===== config.mk =====
export PLATFORM = sky130hd
export DESIGN_NAME = tlb_multisize
export DESIGN_NICKNAME = d
export VERILOG_FILES = /design/src/rtl/tlb_pkg.sv /design/src/rtl/tlb_entry_match.sv /design/src/rtl/tlb_rr_victim.sv /design/src/rtl/tlb_hit_select.sv /design/src/rtl/tlb_multisize.sv
export SDC_FILE = /design/constraint.sdc
export NUM_CORES = 2
export LEC_CHECK = 0
export ABC_AREA = 1
export BUFFER_PORTS_ARGS = -buffer_cell sky130_fd_sc_hd__buf_2
export CAP_MARGIN = 20
export CORE_UTILIZATION = 30
export CTS_BUF_LIST = sky130_fd_sc_hd__clkbuf_8
export CTS_CLUSTER_DIAMETER = 60
export DETAILED_ROUTE_END_ITERATION = 8
export SETUP_SLACK_MARGIN = 0.05
export SLEW_MARGIN = 0
export SYNTH_ARGS = -nofsm -noshare
export SYNTH_HDL_FRONTEND = slang
export SYNTH_SLANG_ARGS = --single-unit

===== constraint.sdc =====
create_clock -name clk_i -period 4.06 [get_ports clk_i]
set_clock_uncertainty 0.1 [all_clocks]
set_input_delay 0.609 -clock clk_i [delete_from_list [all_inputs] [get_ports clk_i]]
set_output_delay 0.609 -clock clk_i [all_outputs]
set_load 0.005 [all_outputs]

===== src/rtl/tlb_pkg.sv =====
package tlb_pkg;

  typedef enum logic [1:0] {
    PG_4K  = 2'd0,
    PG_64K = 2'd1,
    PG_1M  = 2'd2,
    PG_16M = 2'd3
  } pg_size_e;

  localparam int unsigned VA_W  = 32;
  localparam int unsigned OFF_W = 12;
  localparam int unsigned PN_W  = VA_W - OFF_W;

  // page-number bits that take part in the compare for each size
  function automatic logic [PN_W-1:0] pn_mask(pg_size_e s);
    unique case (s)
      PG_4K:   pn_mask = {PN_W{1'b1}};
      PG_64K:  pn_mask = {{(PN_W-4){1'b1}}, 4'h0};
      PG_1M:   pn_mask = {{(PN_W-8){1'b1}}, 8'h0};
      default: pn_mask = {{(PN_W-12){1'b1}}, 12'h0};
    endcase
  endfunction

endpackage


===== src/rtl/tlb_entry_match.sv =====
module tlb_entry_match
  import tlb_pkg::*;
#(
  parameter int unsigned ASID_W = 8
) (
  input  logic              valid_i,
  input  pg_size_e          size_i,
  input  logic              ng_i,
  input  logic [ASID_W-1:0] asid_i,
  input  logic [PN_W-1:0]   tag_i,
  input  logic [PN_W-1:0]   lk_pn_i,
  input  logic [ASID_W-1:0] lk_asid_i,
  output logic              match_o
);

  logic [PN_W-1:0] mask;
  logic            pn_eq;
  logic            asid_ok;

  assign mask    = pn_mask(size_i);
  assign pn_eq   = ((tag_i ^ lk_pn_i) & mask) == '0;
  assign asid_ok = !ng_i || (asid_i == lk_asid_i);
  assign match_o = valid_i && pn_eq && asid_ok;

  always_comb begin
    if (match_o && ng_i) assert_ng_tag_R5 : assert (asid_i == lk_asid_i);
  end

endmodule


===== src/rtl/tlb_rr_victim.sv =====
module tlb_rr_victim #(
  parameter int unsigned ENTRIES = 32,
  localparam int unsigned IDX_W  = (ENTRIES > 1) ? $clog2(ENTRIES) : 1
) (
  input  logic             clk_i,
  input  logic             rst_ni,
  input  logic             adv_i,
  output logic [IDX_W-1:0] ptr_o
);

  localparam logic [IDX_W-1:0] LAST = IDX_W'(ENTRIES - 1);

  logic [IDX_W-1:0] ptr_q;

  always_ff @(posedge clk_i or negedge rst_ni) begin
    if (!rst_ni)    ptr_q <= '0;
    else if (adv_i) ptr_q <= (ptr_q == LAST) ? '0 : ptr_q + 1'b1;
  end

  assign ptr_o = ptr_q;

  assert_rr_step_R9 : assert property (@(posedge clk_i) disable iff (!rst_ni)
    adv_i |=> ptr_q == (($past(ptr_q) == LAST) ? '0 : $past(ptr_q) + 1'b1));

  assert_rr_hold_R12 : assert property (@(posedge clk_i) disable iff (!rst_ni)
    !adv_i |=> $stable(ptr_q));

endmodule


===== src/rtl/tlb_hit_select.sv =====
module tlb_hit_select #(
  parameter int unsigned N = 32,
  parameter int unsigned W = 32
) (
  input  logic [N-1:0]        match_i,
  input  logic [N-1:0][W-1:0] data_i,
  output logic                hit_o,
  output logic [W-1:0]        data_o
);

  // lowest index wins: scan downward so it is written last
  always_comb begin
    data_o = '0;
    for (int i = N - 1; i >= 0; i--) begin
      if (match_i[i]) data_o = data_i[i];
    end
  end

  assign hit_o = |match_i;

  always_comb begin
    if (!hit_o) assert_sel_zero_R6 : assert (data_o == '0);
  end

endmodule


===== src/rtl/tlb_multisize.sv =====
module tlb_multisize
  import tlb_pkg::*;
#(
  parameter int unsigned ENTRIES = 32,
  parameter int unsigned ASID_W  = 8,
  parameter int unsigned DOM_W   = 4,
  parameter int unsigned ATTR_W  = 6
) (
  input  logic              clk_i,
  input  logic              rst_ni,
  input  logic [31:0]       lk_va_i,
  input  logic [ASID_W-1:0] lk_asid_i,
  output logic              hit_o,
  output logic [31:0]       pa_o,
  output logic [DOM_W-1:0]  domain_o,
  output logic [ATTR_W-1:0] attr_o,
  input  logic              fill_i,
  input  logic [31:0]       fill_va_i,
  input  logic [31:0]       fill_pa_i,
  input  logic [1:0]        fill_size_i,
  input  logic              fill_ng_i,
  input  logic [ASID_W-1:0] fill_asid_i,
  input  logic [DOM_W-1:0]  fill_domain_i,
  input  logic [ATTR_W-1:0] fill_attr_i,
  input  logic              flush_i
);

  localparam int unsigned IDX_W = (ENTRIES > 1) ? $clog2(ENTRIES) : 1;
  localparam int unsigned SEL_W = PN_W + 2 + DOM_W + ATTR_W;

  logic [ENTRIES-1:0]              valid_q;
  logic [ENTRIES-1:0][1:0]         size_q;
  logic [ENTRIES-1:0]              ng_q;
  logic [ENTRIES-1:0][ASID_W-1:0]  asid_q;
  logic [ENTRIES-1:0][PN_W-1:0]    tag_q;
  logic [ENTRIES-1:0][PN_W-1:0]    base_q;
  logic [ENTRIES-1:0][DOM_W-1:0]   dom_q;
  logic [ENTRIES-1:0][ATTR_W-1:0]  attr_q;

  logic [IDX_W-1:0]                victim;
  logic                            do_fill;
  logic [ENTRIES-1:0]              match;
  logic [ENTRIES-1:0][SEL_W-1:0]   sel_data;
  logic [SEL_W-1:0]                sel;
  logic                            any_hit;

  assign do_fill = fill_i && !flush_i;

  tlb_rr_victim #(.ENTRIES(ENTRIES)) u_victim (
    .clk_i  (clk_i),
    .rst_ni (rst_ni),
    .adv_i  (do_fill),
    .ptr_o  (victim)
  );

  always_ff @(posedge clk_i or negedge rst_ni) begin
    if (!rst_ni) begin
      valid_q <= '0;
    end else if (flush_i) begin
      valid_q <= '0;
    end else if (fill_i) begin
      valid_q[victim] <= 1'b1;
    end
  end

  always_ff @(posedge clk_i or negedge rst_ni) begin
    if (!rst_ni) begin
      size_q <= '0;
      ng_q   <= '0;
      asid_q <= '0;
      tag_q  <= '0;
      base_q <= '0;
      dom_q  <= '0;
      attr_q <= '0;
    end else if (do_fill) begin
      size_q[victim] <= fill_size_i;
      ng_q[victim]   <= fill_ng_i;
      asid_q[victim] <= fill_asid_i;
      tag_q[victim]  <= fill_va_i[31:OFF_W];
      base_q[victim] <= fill_pa_i[31:OFF_W];
      dom_q[victim]  <= fill_domain_i;
      attr_q[victim] <= fill_attr_i;
    end
  end

  for (genvar g = 0; g < ENTRIES; g++) begin : g_slot
    tlb_entry_match #(.ASID_W(ASID_W)) u_match (
      .valid_i   (valid_q[g]),
      .size_i    (pg_size_e'(size_q[g])),
      .ng_i      (ng_q[g]),
      .asid_i    (asid_q[g]),
      .tag_i     (tag_q[g]),
      .lk_pn_i   (lk_va_i[31:OFF_W]),
      .lk_asid_i (lk_asid_i),
      .match_o   (match[g])
    );
    assign sel_data[g] = {base_q[g], size_q[g], dom_q[g], attr_q[g]};
  end

  tlb_hit_select #(.N(ENTRIES), .W(SEL_W)) u_sel (
    .match_i (match),
    .data_i  (sel_data),
    .hit_o   (any_hit),
    .data_o  (sel)
  );

  logic [PN_W-1:0]   sel_base;
  logic [1:0]        sel_size;
  logic [DOM_W-1:0]  sel_dom;
  logic [ATTR_W-1:0] sel_attr;
  logic [PN_W-1:0]   sel_mask;

  assign {sel_base, sel_size, sel_dom, sel_attr} = sel;
  assign sel_mask = pn_mask(pg_size_e'(sel_size));

  assign hit_o    = any_hit;
  assign domain_o = sel_dom;
  assign attr_o   = sel_attr;
  assign pa_o     = any_hit ?
      {(sel_base & sel_mask) | (lk_va_i[31:OFF_W] & ~sel_mask), lk_va_i[OFF_W-1:0]} : '0;

  assert_miss_zero_R6 : assert property (@(posedge clk_i) disable iff (!rst_ni)
    !hit_o |-> (pa_o == '0) && (domain_o == '0) && (attr_o == '0));

  assert_offset_pass_R3 : assert property (@(posedge clk_i) disable iff (!rst_ni)
    hit_o |-> pa_o[OFF_W-1:0] == lk_va_i[OFF_W-1:0]);

  assert_flush_empty_R10 : assert property (@(posedge clk_i) disable iff (!rst_ni)
    flush_i |=> !hit_o);

  assert_fill_lands_R9 : assert property (@(posedge clk_i) disable iff (!rst_ni)
    (fill_i && !flush_i) |=> valid_q[$past(victim)]);

endmodule


Word level (Yosys, flattened, before mapping). Index checks and enable logic that the tools add are counted.

Add/sub/neg operators: 1. $lt $le $gt $ge: 2. Equality and inequality tests: 99. Muxes and demuxes: 88. Bitwise logic cells: 69. Reductions and logical operators: 198.

Operators with widths (number): 640-bit bitwise mux (2); 12-bit one-hot mux with 3 select lines (33); 32-bit two-way mux (35); 20-bit bitwise AND (34); 20-bit logical NOT (32); 20-bit XOR (32); 256-bit bitwise mux (1); 8-bit == test (32); 192-bit bitwise mux (1); 128-bit bitwise mux (1); 20-bit demux with 5-bit select (1); 2-bit by 1-bit == test with 1-bit output (second input constant) (33); 2-bit == test (second input constant) (33); 1-bit logical AND (66); 2-bit logical NOT (33); 64-bit bitwise mux (1); 8-bit demux with 5-bit select (1); 1-bit logical NOT (33); 32-bit bitwise mux (1); 1-bit logical OR (32); 32-bit bitwise OR (1); 32-bit OR reduction (1); 6-bit demux with 5-bit select (1); 4-bit demux with 5-bit select (1); other kinds (16) (16).

Bits in registers: 1989. Input port bits: 129. Word-level logic and storage cells: 652.

Depth between registers and ports, before layout.
Depth in word-level cells: 44. Mapped depth: 50. Gate-level depth less buffers: 49.

Modules after synthesis. A second synthesis with hierarchy kept.

Cell total of the unflattened synthesis: 13470. Area total of the unflattened synthesis: 102145.5 µm².

Modules (own cells, without submodules): tlb_multisize (times used 1, cells an instance 8859, area an instance 78596.6 µm², seq. area each 49647.6 µm²); tlb_entry_match (times used 32, cells an instance 90, area an instance 450.4 µm², seq. area each 0.0 µm²); tlb_hit_select (times used 1, cells an instance 1701, area an instance 8886.0 µm², seq. area each 0.0 µm²); tlb_rr_victim (times used 1, cells an instance 30, area an instance 249.0 µm², seq. area each 125.1 µm²).

Worst setup path before layout. OpenSTA, ideal clock, no wires.

Path type: input to output. From: input lk_asid_i[5]. To: output pa_o[15]. Data arrival time: 3.540 ns. Required time: 3.351 ns. Setup slack: -0.189 ns. Cell stages on the path: 36. Path buffers: 3. Cells stage by stage: buf_2 > buf_6 > buf_6 > xnor2_1 > nand3_1 > o41ai_2 > nand3_2 > inv_2 > nor2_1 > a211oi_1 > nand2_1 > nand2_1 > nand2_1 > nand2_1 > nand2_1 > nand2_1 > nand2_1 > nand2_1 > nand2_1 > nand2_1 > nand2_1 > nand2_1 > nand2_1 > nand2_1 > nand2_1 > nand2_1 > nand2_1 > nand2_1 > nand2_1 > nand2_1 > nand2_2 > nand2_4 > nand2_4 > nand2_1 > nand2_1 > nor2_1.

Word-level cells in the longest chain between the ends: 41. Elaborated cells on any way between the ends: 138. Those cells by class: eq/ne: 34; mux: 34; bitwise: 4; reduce/logical: 66.

Ends and longest elaborated chain: start, declared (RTL line tlb_multisize.sv:12) `input logic [ASID_W-1:0] lk_asid_i,`; 8-bit == test (RTL line tlb_entry_match.sv:22) `assign asid_ok = !ng_i || (asid_i == lk_asid_i);`; 1-bit logical OR (RTL line tlb_entry_match.sv:22); 1-bit logical AND (RTL line tlb_entry_match.sv:23) `assign match_o = valid_i && pn_eq && asid_ok;`; 32-bit two-way mux (32 in series) (RTL line tlb_hit_select.sv:15) `if (match_i[i]) data_o = data_i[i];`; 2-bit == test (tied with other cells) (RTL line tlb_pkg.sv:16) `unique case (s)`; 12-bit one-hot mux with 3 select lines (RTL line tlb_pkg.sv:16); 20-bit inverter (RTL line tlb_multisize.sv:120) `{(sel_base & sel_mask) | (lk_va_i[31:OFF_W] & ~sel_mask), lk_va_i[OFF_W-1:0]} : '0;`; 20-bit bitwise AND (RTL line tlb_multisize.sv:120); 20-bit bitwise OR (RTL line tlb_multisize.sv:120); 32-bit two-way mux (*) (RTL line tlb_multisize.sv:119) `assign pa_o = any_hit ?`; end, declared (RTL line tlb_multisize.sv:14) `output logic [31:0] pa_o,`.

Every way passes the cells marked *; elsewhere a longest branch is shown, timed or not.

Worst setup path in the final report.
From: register tag_q[563] (netlist name). To: output pa_o[17].

Word-level cells in the longest chain between the ends: 40. Elaborated cells on any way between the ends: 44. Those cells by class: eq/ne: 2; mux: 31; bitwise: 6; reduce/logical: 5.

Ends and longest elaborated chain: start, declared (RTL line tlb_multisize.sv:35) `logic [ENTRIES-1:0][PN_W-1:0] tag_q;`; start signal, assigned by index (RTL line tlb_multisize.sv:79) `tag_q[victim] <= fill_va_i[31:OFF_W];`; 20-bit XOR (*) (RTL line tlb_entry_match.sv:21) `assign pn_eq = ((tag_i ^ lk_pn_i) & mask) == '0;`; 20-bit bitwise AND (*) (RTL line tlb_entry_match.sv:21); 20-bit logical NOT (*) (RTL line tlb_entry_match.sv:21); 1-bit logical AND (*) (2 in series) (RTL line tlb_entry_match.sv:23); 32-bit two-way mux (29 in series) (RTL line tlb_hit_select.sv:15); 2-bit == test (tied with other cells) (RTL line tlb_pkg.sv:16); 12-bit one-hot mux with 3 select lines (RTL line tlb_pkg.sv:16); 20-bit inverter (RTL line tlb_multisize.sv:120); 20-bit bitwise AND (RTL line tlb_multisize.sv:120); 20-bit bitwise OR (RTL line tlb_multisize.sv:120); 32-bit two-way mux (*) (RTL line tlb_multisize.sv:119).

Marked as above.

==> results by group <==
Synth
  – Async SR Flop Fraction: 100%
  – Unique cell type count in the Yosys netlist: 65
  – Adder-cell area share of the yosys netlist: less than 1%
  – Xor and xnor area share after synthesis: ~5.1%
  – Synth Area in Compound Gates: between 10% and 20%
  – Ys Warns: 0
  – Most frequent cell after synthesis: nand2_1
  – Share of the synthesized area in the top cell type: between 50% and 60%
  – Sequential-to-total area share from yosys stat: a little over half
  – Post-synth top area cell: dfrtp_1
  – Synth Instances: between 10000 and 15000
  – Synth top area cells: dfrtp_1, nand2_1, o21ai_0
  – Post-synth EDFFs: 0
  – Top FF cell, synth: dfrtp_1
  – Simple-Gate Fraction of Synth Area: about a fifth
  – Syn Area/Cell: approximately 8.2 um^2
  – Synth Cell Area: about 0.095 mm^2
  – Post-synthesis mux area share: 0.232%
  – Net Count, Synth: 11661
  – Yosys reg bits: 1989
  – Synth cell count leaders: nand2_1, o21ai_0, dfrtp_1
  – Largest family of logic cells by synthesized area: simple AND/OR/NAND/NOR gates

Run
  – Max-Cap Viols: 0

Routing
  – Initial drt markers: approximately 7800
  – Routed WL: 336000 um
  – DR vias/cell: approximately 5.0
  – Antenna-violating nets left: 0
  – DR DRC count: 0
  – DR vias: 83095
  – Pre-Repair DR Iteration Count: 6
  – Drt wl/cell: ~20 um

Power
  – Switching portion of total power: 32.7%
  – Switching power: between 20 and 25 mW
  – Combinational share of power: 23.5%
  – Power per Cell Area: 564 mW/mm^2
  – Clk pwr share: ~29%
  – Maximum VDD drop: 0.000469 V
  – Pint: 44.1 mW
  – Leakage power: 54.9 nW
  – Flop pwr share: a little under half
  – Overall power: about 66 mW

Floorplanning
  – # IOs: 172
  – Die Y: 565 um
  – Rows: around 210
  – Starting Density: 30.2%
  – Full die area: roughly 0.32 mm^2
  – Die W: approximately 560 um
  – CORE AREA: 0.315 mm^2

Place
  – Inst Count DP: between 15000 and 20000
  – Cell Area, Placed: ~0.11 mm^2
  – Dpl hpwl: ~230000 um
  – Placer Congestion: 0.924
  – IO buf count: 147

Worst setup path
  – Crit-path most repeated cell: nand2_1
  – Max stage delay on crit path: 480 ps
  – Top delay family on crit path: simple AND/OR/NAND/NOR gates
  – CP max stage cell: a21oi_4
  – Critical Path Fanout Max: 10
  – Critical path type: register to output port
  – RR Endpoint: base_q[314]
  – Data arrival, critical path: approximately 5500 ps
  – CP Data Required Time: around 3400 ps
  – Crit end category: output port
  – R2R depth: 6
  – Critical path buffers and inverters: 3
  – Startpoint Class: register
  – Reg2Reg Launch Point: u_victim.ptr_o[2]
  – R2R setup slack: ~1300 ps

Clock tree
  – CTS tree: done
  – CTS Buf Count: 351
  – Clock transition at path regs: about 60 ps
  – Clk sink count: 1989
  – Worst-Skew Late Latency: between 1000 and 1500 ps
  – Root Buffer: clkbuf_8
  – H-tree level count: 5
  – Max clock buf depth: 4

STA
  – Setup Viol. Count Final: between 40 and 50
  – RSZ-0062 raised after global routing: true
  – Final worst-path setup slack: -2190 ps
  – Slew headroom: 24.0%
  – Worst-Margin Slew: about 1100 ps
  – Final Hold Slack: roughly 86 ps
  – Fmax: 0.160 GHz
  – Crit share post-route: 154%
  – Hold Vio Cnt, Final: 0
  – Final Max Tran Viols: 0
  – Final min period: approximately 6300 ps

Cells and area
  – Post-layout util: 36.9%
  – Non-filler instance count after layout: roughly 17000
  – Finished Cell Area: 0.116 mm^2
  – Synth-to-layout area growth: 22.3%
  – Final net count: about 12000
  – Fraction of layout cells with a size suffix above 1: around a fifth

Global routing
  – GR Overflow Total: 0
  – Initial antenna violation count: 18
  – Vias in the first global route: 79191
  – Total GRT Usage: 20.8%
  – Maximum number of pins on one net before global-route repair: 124
  – First-pass GRT wire length: 508000 um

Outcome
  – Failing checks: negative setup slack
  – Outcome: finished with violations

Hold path
  – Worst min path class: input pin to async pin
## final cells by class
| class | instances | area [um^2] |
|---|---|---|
| multi-input cells | 8055 | 41500 |
| fillers | 32429 | 199000 |
| diodes | 7 | 17.5 |
| repair inverters | 1 | 7.51 |
| inverters | 579 | 2200 |
| clock inverters | 140 | 766 |
| clock buffers | 445 | 6120 |
| well taps | 4160 | 5200 |
| flip-flops and latches | 1989 | 49800 |
| repair buffers | 1235 | 10600 |
## placed cells by master (no fill, tap or decap), types with 45 or more instances in the layout
cell type      count
buf_2            140
nand4_1           97
dfrtp_1         1987
xnor2_1          381
o22ai_1           53
nand2_1         3252
buf_12           104
inv_1            607
nor2_1           361
o21ai_1           65
nand2_2          269
a21oi_1          168
or2_2             95
nand2_4           46
nor3_1            99
xor2_1           172
inv_2             45
clkbuf_8         445
dlygate4sd3_1     57
buf_4            900
o21ai_0         2249
nand3_1          169
## worst register-to-register path: cells and delay by family, from the launching register on
family	cells	cell delay, ps
and+or+nand+nor	3	1350
buffers and inverters	2	530
DFF	1	460
AOI/OAI and AO/OA	1	80
## power groups by stage
stage / Sequential (mW) / Combinational [mW] / Clock (mW)
floorplan: 30.4 / 9.61 / 0
global placement: 31.4 / 14.7 / 0
detailed placement: 31.5 / 15.1 / 0
CTS: 31.3 / 15.3 / 19.0
global route: 32.2 / 17.5 / 19.9
finish: 31.4 / 15.4 / 18.8
## worst max-delay path by stage
stage / start / cells after the start / end
CTS: tag_q[636] / 39 / pa_o[25]
global placement: lk_va_i[27] / 41 / pa_o[22]
global route: tag_q[617] / 43 / pa_o[22]
floorplan: lk_asid_i[0] / 40 / pa_o[13]
finish: tag_q[563] / 33 / pa_o[17]
detailed placement: lk_va_i[27] / 38 / pa_o[25]
## sequential cells by signal, indices dropped and copies added (netlist names)
name / count
base_q: 640
tag_q: 640
asid_q: 256
attr_q: 192
dom_q: 128
sel_data: 64
ng_q: 32
valid_q: 32
u_victim.ptr_o: 5
## metrics by stage
stage / TNS, ps / setup WS, ps
detailed placement: -77470 / -2070
CTS: -73520 / -2250
finish: -69430 / -2190
global placement: -77760 / -2080
global route: -82710 / -2530
floorplan: -1180 / -117
## per-layer routing
metal	GRT usage (%)	vias up	wire length [um]
met5	0	-	14
met4	7.87	2	13200
met3	3.59	617	23900
met2	32.6	2851	150000
met1	28.7	40497	149000
li1	-	39128	-
## cell families (layout without fill, tap and decap cells)
kind of cell / count (synthesis) / after routing
simple gates: 4526 / 4526
compound gates: 2942 / 2944
flops: 1989 / 1989
buf+inv: 1485 / 2400
xor+xnor: 558 / 558
mux: 22 / 22
fa+ha+maj: 5 / 5
other cells: 0 / 7
## repair_timing
| item | 4_1_cts | 5_1_grt |
|---|---|---|
| hold buffers | 57 | 0 |
| cloned | 6 | 1 |
| endpoints found under the setup margin | 43 | 43 |
| endpoints found under the hold margin | 194 | 0 |
| setup buffers | 17 | 9 |
| pin swaps | 143 | 189 |
| gates resized for setup | 416 | 213 |
(Power assumes the default switching activity.)
